==> config.mk <==
export PLATFORM = sky130hd
export DESIGN_NAME = board_ctl_regs
export DESIGN_NICKNAME = d
export VERILOG_FILES = /design/src/rtl/board_ctl_pkg.sv /design/src/rtl/bank_qualify.sv /design/src/rtl/bank_strobe_sync.sv /design/src/rtl/bank_ctrl_regs.sv /design/src/rtl/board_ctl_regs.sv
export SDC_FILE = /design/constraint.sdc
export NUM_CORES = 1
export LEC_CHECK = 0
export ABC_AREA = 1
export BUFFER_PORTS_ARGS = -buffer_cell sky130_fd_sc_hd__buf_2
export CAP_MARGIN = 30
export CORE_ASPECT_RATIO = 1.25
export CORE_MARGIN = 2
export CORE_UTILIZATION = 38
export DETAILED_ROUTE_END_ITERATION = 12
export GPL_TIMING_DRIVEN = 0
export PLACE_DENSITY = 0.8
export SETUP_SLACK_MARGIN = 0.5
export SYNTH_ARGS = -nofsm -noshare
export SYNTH_HDL_FRONTEND = slang
export SYNTH_SLANG_ARGS = --single-unit
==> constraint.sdc <==
create_clock -name clk -period 1.12 [get_ports clk]
set_input_delay 0.112 -clock clk [delete_from_list [all_inputs] [get_ports clk]]
set_output_delay 0.112 -clock clk [all_outputs]
set_load 0.01 [all_outputs]
==> src/rtl/board_ctl_pkg.sv <==
package board_ctl_pkg;
  localparam int DW       = 8;
  localparam int NUM_CTRL = 3;
  localparam int SEL_W    = 4;
  localparam int ADDR_HI  = 17;
  localparam int BLK_LO   = 5;

  typedef logic [DW-1:0] byte_t;

  typedef enum logic [2:0] {
    SRC_NONE, SRC_C1, SRC_C2, SRC_CC, SRC_S1, SRC_S2, SRC_CS
  } src_e;

  // register codes, written as {addr[1],addr[2],addr[3],addr[4]}
  localparam logic [SEL_W-1:0] SEL_C1 = 4'b0000;
  localparam logic [SEL_W-1:0] SEL_C2 = 4'b1000;
  localparam logic [SEL_W-1:0] SEL_CC = 4'b1010;
  localparam logic [SEL_W-1:0] SEL_S1 = 4'b0100;
  localparam logic [SEL_W-1:0] SEL_S2 = 4'b1100;
  localparam logic [SEL_W-1:0] SEL_CS = 4'b1110;

  localparam byte_t CTRL_RST  [NUM_CTRL] = '{8'h09, 8'h40, 8'h1F};
  localparam byte_t CTRL_MASK [NUM_CTRL] = '{8'hFB, 8'h7F, 8'h1F};
  localparam logic [SEL_W-1:0] CTRL_SEL [NUM_CTRL] = '{SEL_C1, SEL_C2, SEL_CC};
endpackage

==> src/rtl/bank_qualify.sv <==
module bank_qualify
  import board_ctl_pkg::*;
#(
  parameter logic [5:0] AM_CODE    = 6'b100111,
  parameter logic [4:0] GEO_N_SLOT = 5'b10000,
  parameter logic       IACK_N_OK  = 1'b0
) (
  input  logic               iack_n,
  input  logic [5:0]         am,
  input  logic [4:0]         geo_n,
  input  logic [ADDR_HI:1]   addr,
  output logic               hit,
  output logic [SEL_W-1:0]   sel,
  output src_e               src
);
  logic qual_ok;
  logic blk_zero;

  assign qual_ok  = (am == AM_CODE) && (geo_n == GEO_N_SLOT) && (iack_n == IACK_N_OK);
  assign blk_zero = (addr[ADDR_HI:BLK_LO] == '0);
  assign hit      = qual_ok && blk_zero;
  assign sel      = {addr[1], addr[2], addr[3], addr[4]};

  always_comb begin
    unique case (sel)
      SEL_C1:  src = SRC_C1;
      SEL_C2:  src = SRC_C2;
      SEL_CC:  src = SRC_CC;
      SEL_S1:  src = SRC_S1;
      SEL_S2:  src = SRC_S2;
      SEL_CS:  src = SRC_CS;
      default: src = SRC_NONE;
    endcase
  end
endmodule

==> src/rtl/bank_strobe_sync.sv <==
module bank_strobe_sync #(
  parameter int STAGES = 2
) (
  input  logic clk,
  input  logic rst_n,
  input  logic strobe,
  output logic level,
  output logic rise
);
  logic [STAGES-1:0] chain;
  logic              last;

  always_ff @(posedge clk or negedge rst_n) begin
    if (!rst_n) begin
      chain <= '0;
      last  <= 1'b0;
    end else begin
      chain <= {chain[STAGES-2:0], strobe};
      last  <= chain[STAGES-1];
    end
  end

  assign level = chain[STAGES-1];
  assign rise  = chain[STAGES-1] && !last;
endmodule

==> src/rtl/bank_ctrl_regs.sv <==
module bank_ctrl_regs
  import board_ctl_pkg::*;
(
  input  logic                          clk,
  input  logic                          rst_n,
  input  logic                          wr_en,
  input  logic [SEL_W-1:0]              sel,
  input  byte_t                         wdata,
  output logic [NUM_CTRL-1:0][DW-1:0]   q
);
  for (genvar i = 0; i < NUM_CTRL; i++) begin : g_reg
    always_ff @(posedge clk or negedge rst_n) begin
      if (!rst_n)
        q[i] <= CTRL_RST[i];
      else if (wr_en && (sel == CTRL_SEL[i]))
        q[i] <= wdata & CTRL_MASK[i];
    end
  end
endmodule

==> src/rtl/board_ctl_regs.sv <==
module board_ctl_regs
  import board_ctl_pkg::*;
#(
  parameter logic [5:0] AM_CODE    = 6'b100111,
  parameter logic [4:0] GEO_N_SLOT = 5'b10000,
  parameter logic       IACK_N_OK  = 1'b0
) (
  input  logic        clk,
  input  logic        rst_n,
  input  logic        bus_iack_n,
  input  logic [5:0]  bus_am,
  input  logic [4:0]  bus_geo_n,
  input  logic [17:1] bus_addr,
  input  logic        bus_write_n,
  input  logic        bus_strobe,
  input  logic [7:0]  bus_data_in,
  output logic [7:0]  bus_data_out,
  output logic        bus_data_oe,
  input  logic [3:0]  dev0_stat,
  input  logic [3:0]  dev1_stat,
  input  logic [3:0]  crate_stat,
  input  logic        dac_last,
  input  logic [1:0]  cfg_init,
  input  logic [1:0]  cfg_busy,
  input  logic [1:0]  cfg_done,
  output logic [7:0]  ctrl1_q,
  output logic [7:0]  ctrl2_q,
  output logic [7:0]  cfg_ctrl_q
);
  logic                        hit;
  logic [SEL_W-1:0]            sel;
  src_e                        src;
  logic                        stb_level;
  logic                        stb_rise;
  logic                        wr_en;
  logic [NUM_CTRL-1:0][DW-1:0] ctrl;
  byte_t                       rd_mux;

  bank_qualify #(
    .AM_CODE(AM_CODE), .GEO_N_SLOT(GEO_N_SLOT), .IACK_N_OK(IACK_N_OK)
  ) u_qual (
    .iack_n(bus_iack_n), .am(bus_am), .geo_n(bus_geo_n), .addr(bus_addr),
    .hit(hit), .sel(sel), .src(src)
  );

  bank_strobe_sync #(.STAGES(2)) u_sync (
    .clk(clk), .rst_n(rst_n), .strobe(bus_strobe),
    .level(stb_level), .rise(stb_rise)
  );

  assign wr_en = stb_rise && hit && !bus_write_n;

  bank_ctrl_regs u_regs (
    .clk(clk), .rst_n(rst_n), .wr_en(wr_en), .sel(sel),
    .wdata(bus_data_in), .q(ctrl)
  );

  always_comb begin
    unique case (src)
      SRC_C1:  rd_mux = ctrl[0];
      SRC_C2:  rd_mux = ctrl[1];
      SRC_CC:  rd_mux = ctrl[2];
      SRC_S1:  rd_mux = {dev1_stat, dev0_stat};
      SRC_S2:  rd_mux = {3'b000, dac_last, crate_stat};
      SRC_CS:  rd_mux = {2'b00, cfg_done, cfg_busy, cfg_init};
      default: rd_mux = '0;
    endcase
  end

  assign bus_data_oe  = stb_level && hit && bus_write_n && (src != SRC_NONE);
  assign bus_data_out = bus_data_oe ? rd_mux : '0;

  assign ctrl1_q    = ctrl[0];
  assign ctrl2_q    = ctrl[1];
  assign cfg_ctrl_q = ctrl[2];
endmodule

==> metrics.md <==
| Metric | Value |
|---|---|
| Data arrival time of the critical path | `1.44 ns` |
| Congestion Overflow GR | `0` |
| Async SR Flop Fraction | `1.00` |
| Maxcap violations | `0` |
| Tot GR Track Use | `0.217` |
| Layout cells sized above 1 | `0.438` |
| Leakage | `1.26 nW` |
| CTS H-tree depth | `1` |
| Complex-gate fraction of the synthesized area | `0.0133` |
| Clock latency on the worst-skew pair | `0.26 ns` |
| WL final | `4.62 mm` |
| Worst setup EP type | `output pin` |
| First-pass GRT wire length | `7.07 mm` |
| Routed Antenna Nets | `0` |
| TritonCTS clock tree | `built` |
| Die area | `0.00423 mm²` |
| 1st-iter DRT viols | `159` |
| Final setup viols | `28` |
| Maximum vdd drop | `612 µV` |
| Sequential fraction of the synthesis area | `0.396` |
| Setup TNS | `-9.46 ns` |
| FF+latch count, synth | `22` |
| Total number of vias | `1744` |
| Antenna violations before repair | `0` |
| Die outline height | `72.3 µm` |
| Ys Warns | `0` |
| Adder-Cell Fraction of Synth Area | `0` |
| Hold crit path type | `input port to asynchronous set/reset pin` |
| Clock sink count | `22` |
| Tot Pwr | `1.63 mW` |
| Number of buffers added on ports | `87` |
| Failing checks | `design-rule violations, negative hold slack, negative setup slack` |
| Period utilization | `1.39` |
| Final clock skew | `0.00406 ns` |
| CP required | `1.01 ns` |
| HPWL after DPL | `3.40 mm` |
| Area grow syn2layout | `58.4%` |
| Gate Count Post-Synth | `212` |
| Initial Util | `0.400` |
| CTS root buf | `clkbuf_8` |
| Mapped Area | `0.00142 mm²` |
| Post-Synth Simple-Gate Area | `0.490` |
| Num CTS Buffers | `3` |
| Die Span X | `58.6 µm` |
| Clock Tree Buf Depth | `2` |
| Fin crit period | `1.55 ns` |
| Core ar. | `0.00354 mm²` |
| Vias per cell | `4.86` |
| Pre-antenna DRT Iters | `8` |
| CP Class | `input port to output pin` |
| Ant. Diodes | `0` |
| Mux share of post-synthesis cell area | `0` |
| Status | `finished, violations left` |
| Worst r2r src | `u_sync.chain[1]` |
| Commonest cells in the netlist | `nand2_1, nor2_1, nand4_1` |
| Main combinational cell family by area after synthesis | `simple AND/OR/NAND/NOR gates` |
| Setup slack at placement | `-0.391 ns` |
| Post-CTS Hold Fix Bufs | `1` |
| # rows | `24` |
| CP max FO | `10` |
| Vias in the first global route | `1625` |
| Power per Cell Area | `726 mW/mm²` |
| GPL Wtd Cong | `0.859` |
| Post-synthesis area per instance | `6.68 µm²` |
| Max Fclk | `0.645 GHz` |
| Post-synth top flop | `dfrtp_1` |
| Worst setup margin | `-0.431 ns` |
| Ports | `93` |
| Register-to-register setup slack | `-0.35 ns` |
| Largest net degree at the start of global routing | `23` |
| # fillers | `325` |
| Most frequent cell after synthesis | `nand2_1` |
| WL/cell | `12.9 µm` |
| Post-synth top area share | `0.247` |
| Worst hold slack | `-0.203 ns` |
| Worst Setup SP | `bus_addr[4]` |
| CP Launch Type | `input port` |
| Final Hold Fails | `14` |
| Clock transition at the registers of the reported paths | `0.08 ns` |
| Synth unique cells | `18` |
| Final Max Tran Viols | `0` |
| RSZ-0062 raised after global routing | `true` |
| Synth top area cells | `dfrtp_1, nand2_1, dfstp_2` |
| XOR/XNOR Fraction of Synth Area | `0` |
| Post-route DRC | `7` |
| Nets | `381` |
| Largest area contributor in the netlist | `dfrtp_1` |
| EDFF count, synth | `0` |
## worst paths after layout
| check | to | cells after the start |
|---|---|---|
| worst min-delay path | u_regs.q[4] | 1 |
| worst max register to register | u_regs.q[8] | 11 |
| worst max-delay path | bus_data_out[1] | 10 |
| max in group asynchronous | u_regs.q[14] | 1 |
| worst min register to register | u_sync.chain[1] | 0 |
| min in group clk | u_regs.q[18] | 3 |
## power by group
part	switching (mW)	leakage, nW	internal [mW]
logic	0.143	0.962	0.121
clock network	0.247	0.0288	0.314
registers	0.00193	0.271	0.801
total	0.392	1.26	1.24
## what timing repair did
| item | 4_1_cts | 5_1_grt |
|---|---|---|
| cloned | 2 | 0 |
| setup endpoints to repair | 47 | 48 |
| pin swaps | 13 | 5 |
| buffers inserted | 6 | 4 |
| hold endpoints to repair | 15 | 14 |
| gates resized for setup | 26 | 13 |
## kinds of logic (layout without fill, tap and decap cells)
kind of cell	count (synthesis)	after routing
flops	22	22
simple gates	158	159
other cells	1	5
compound gates	3	3
buf+inv	28	131
## worst max-delay path, stage by stage
cell and delay [ns]:
buf_2 0.12, nor2_2 0.21, nand2_1 0.07, inv_1 0.22
buf_4 0.23, nand2_1 0.08, nand4_1 0.10, nor2_1 0.05
nor2_1 0.10, buf_2 0.14
## sequential cells by signal, summed over array words and instances (netlist names)
| register | cells |
|---|---|
| u_sync.last | 1 |
| u_regs.q | 19 |
| u_sync.chain | 2 |
## per-stage QoR
step | area (µm²) | util | cells
after detailed placement | 1920 | 0.542 | 342
after CTS | 2170 | 0.612 | 355
after floorplan | 1440 | - | 216
after global placement | 1920 | 0.542 | 342
after global routing | 2240 | 0.633 | 359
final | 2240 | 0.633 | 359
## per-layer routing
metal | routed length (µm) | GRT usage | vias up
li1 | - | - | 897
met1 | 1850 | 0.266 | 778
met2 | 2410 | 0.376 | 62
met3 | 289 | 0.0285 | 7
met4 | 68 | 0.0934 | 0
met5 | 0 | 0 | -
## cell type report
class                   count  area (µm²)  area share
inverters                  16        60.1      0.0268
plain buffers              12        93.8      0.0418
repair buffers             99         616       0.274
well taps                  39        48.8      0.0218
clock buffers               4        55.1      0.0245
multi-input cells         167         810       0.361
flip-flops and latches     22         561       0.250
## cell usage in the layout, fill, tap and decap left out
cell type / n
a22o_1: 1
nand3_2: 1
buf_4: 12
dfrtp_1: 14
a21oi_1: 2
nor3_1: 2
nor2_1: 23
buf_6: 17
nand2_1: 83
clkbuf_2: 1
nand3_4: 4
dfstp_2: 8
clkbuf_4: 1
inv_2: 1
conb_1: 5
nand3_1: 10
nor2_4: 1
nor2_2: 6
clkbuf_8: 4
inv_1: 15
or2_0: 1
dlygate4sd3_1: 1
buf_2: 78
buf_8: 1
nor3_2: 1
nand2_2: 4
nand4_1: 23
Note: power is estimated with default switching activity, not from simulation.
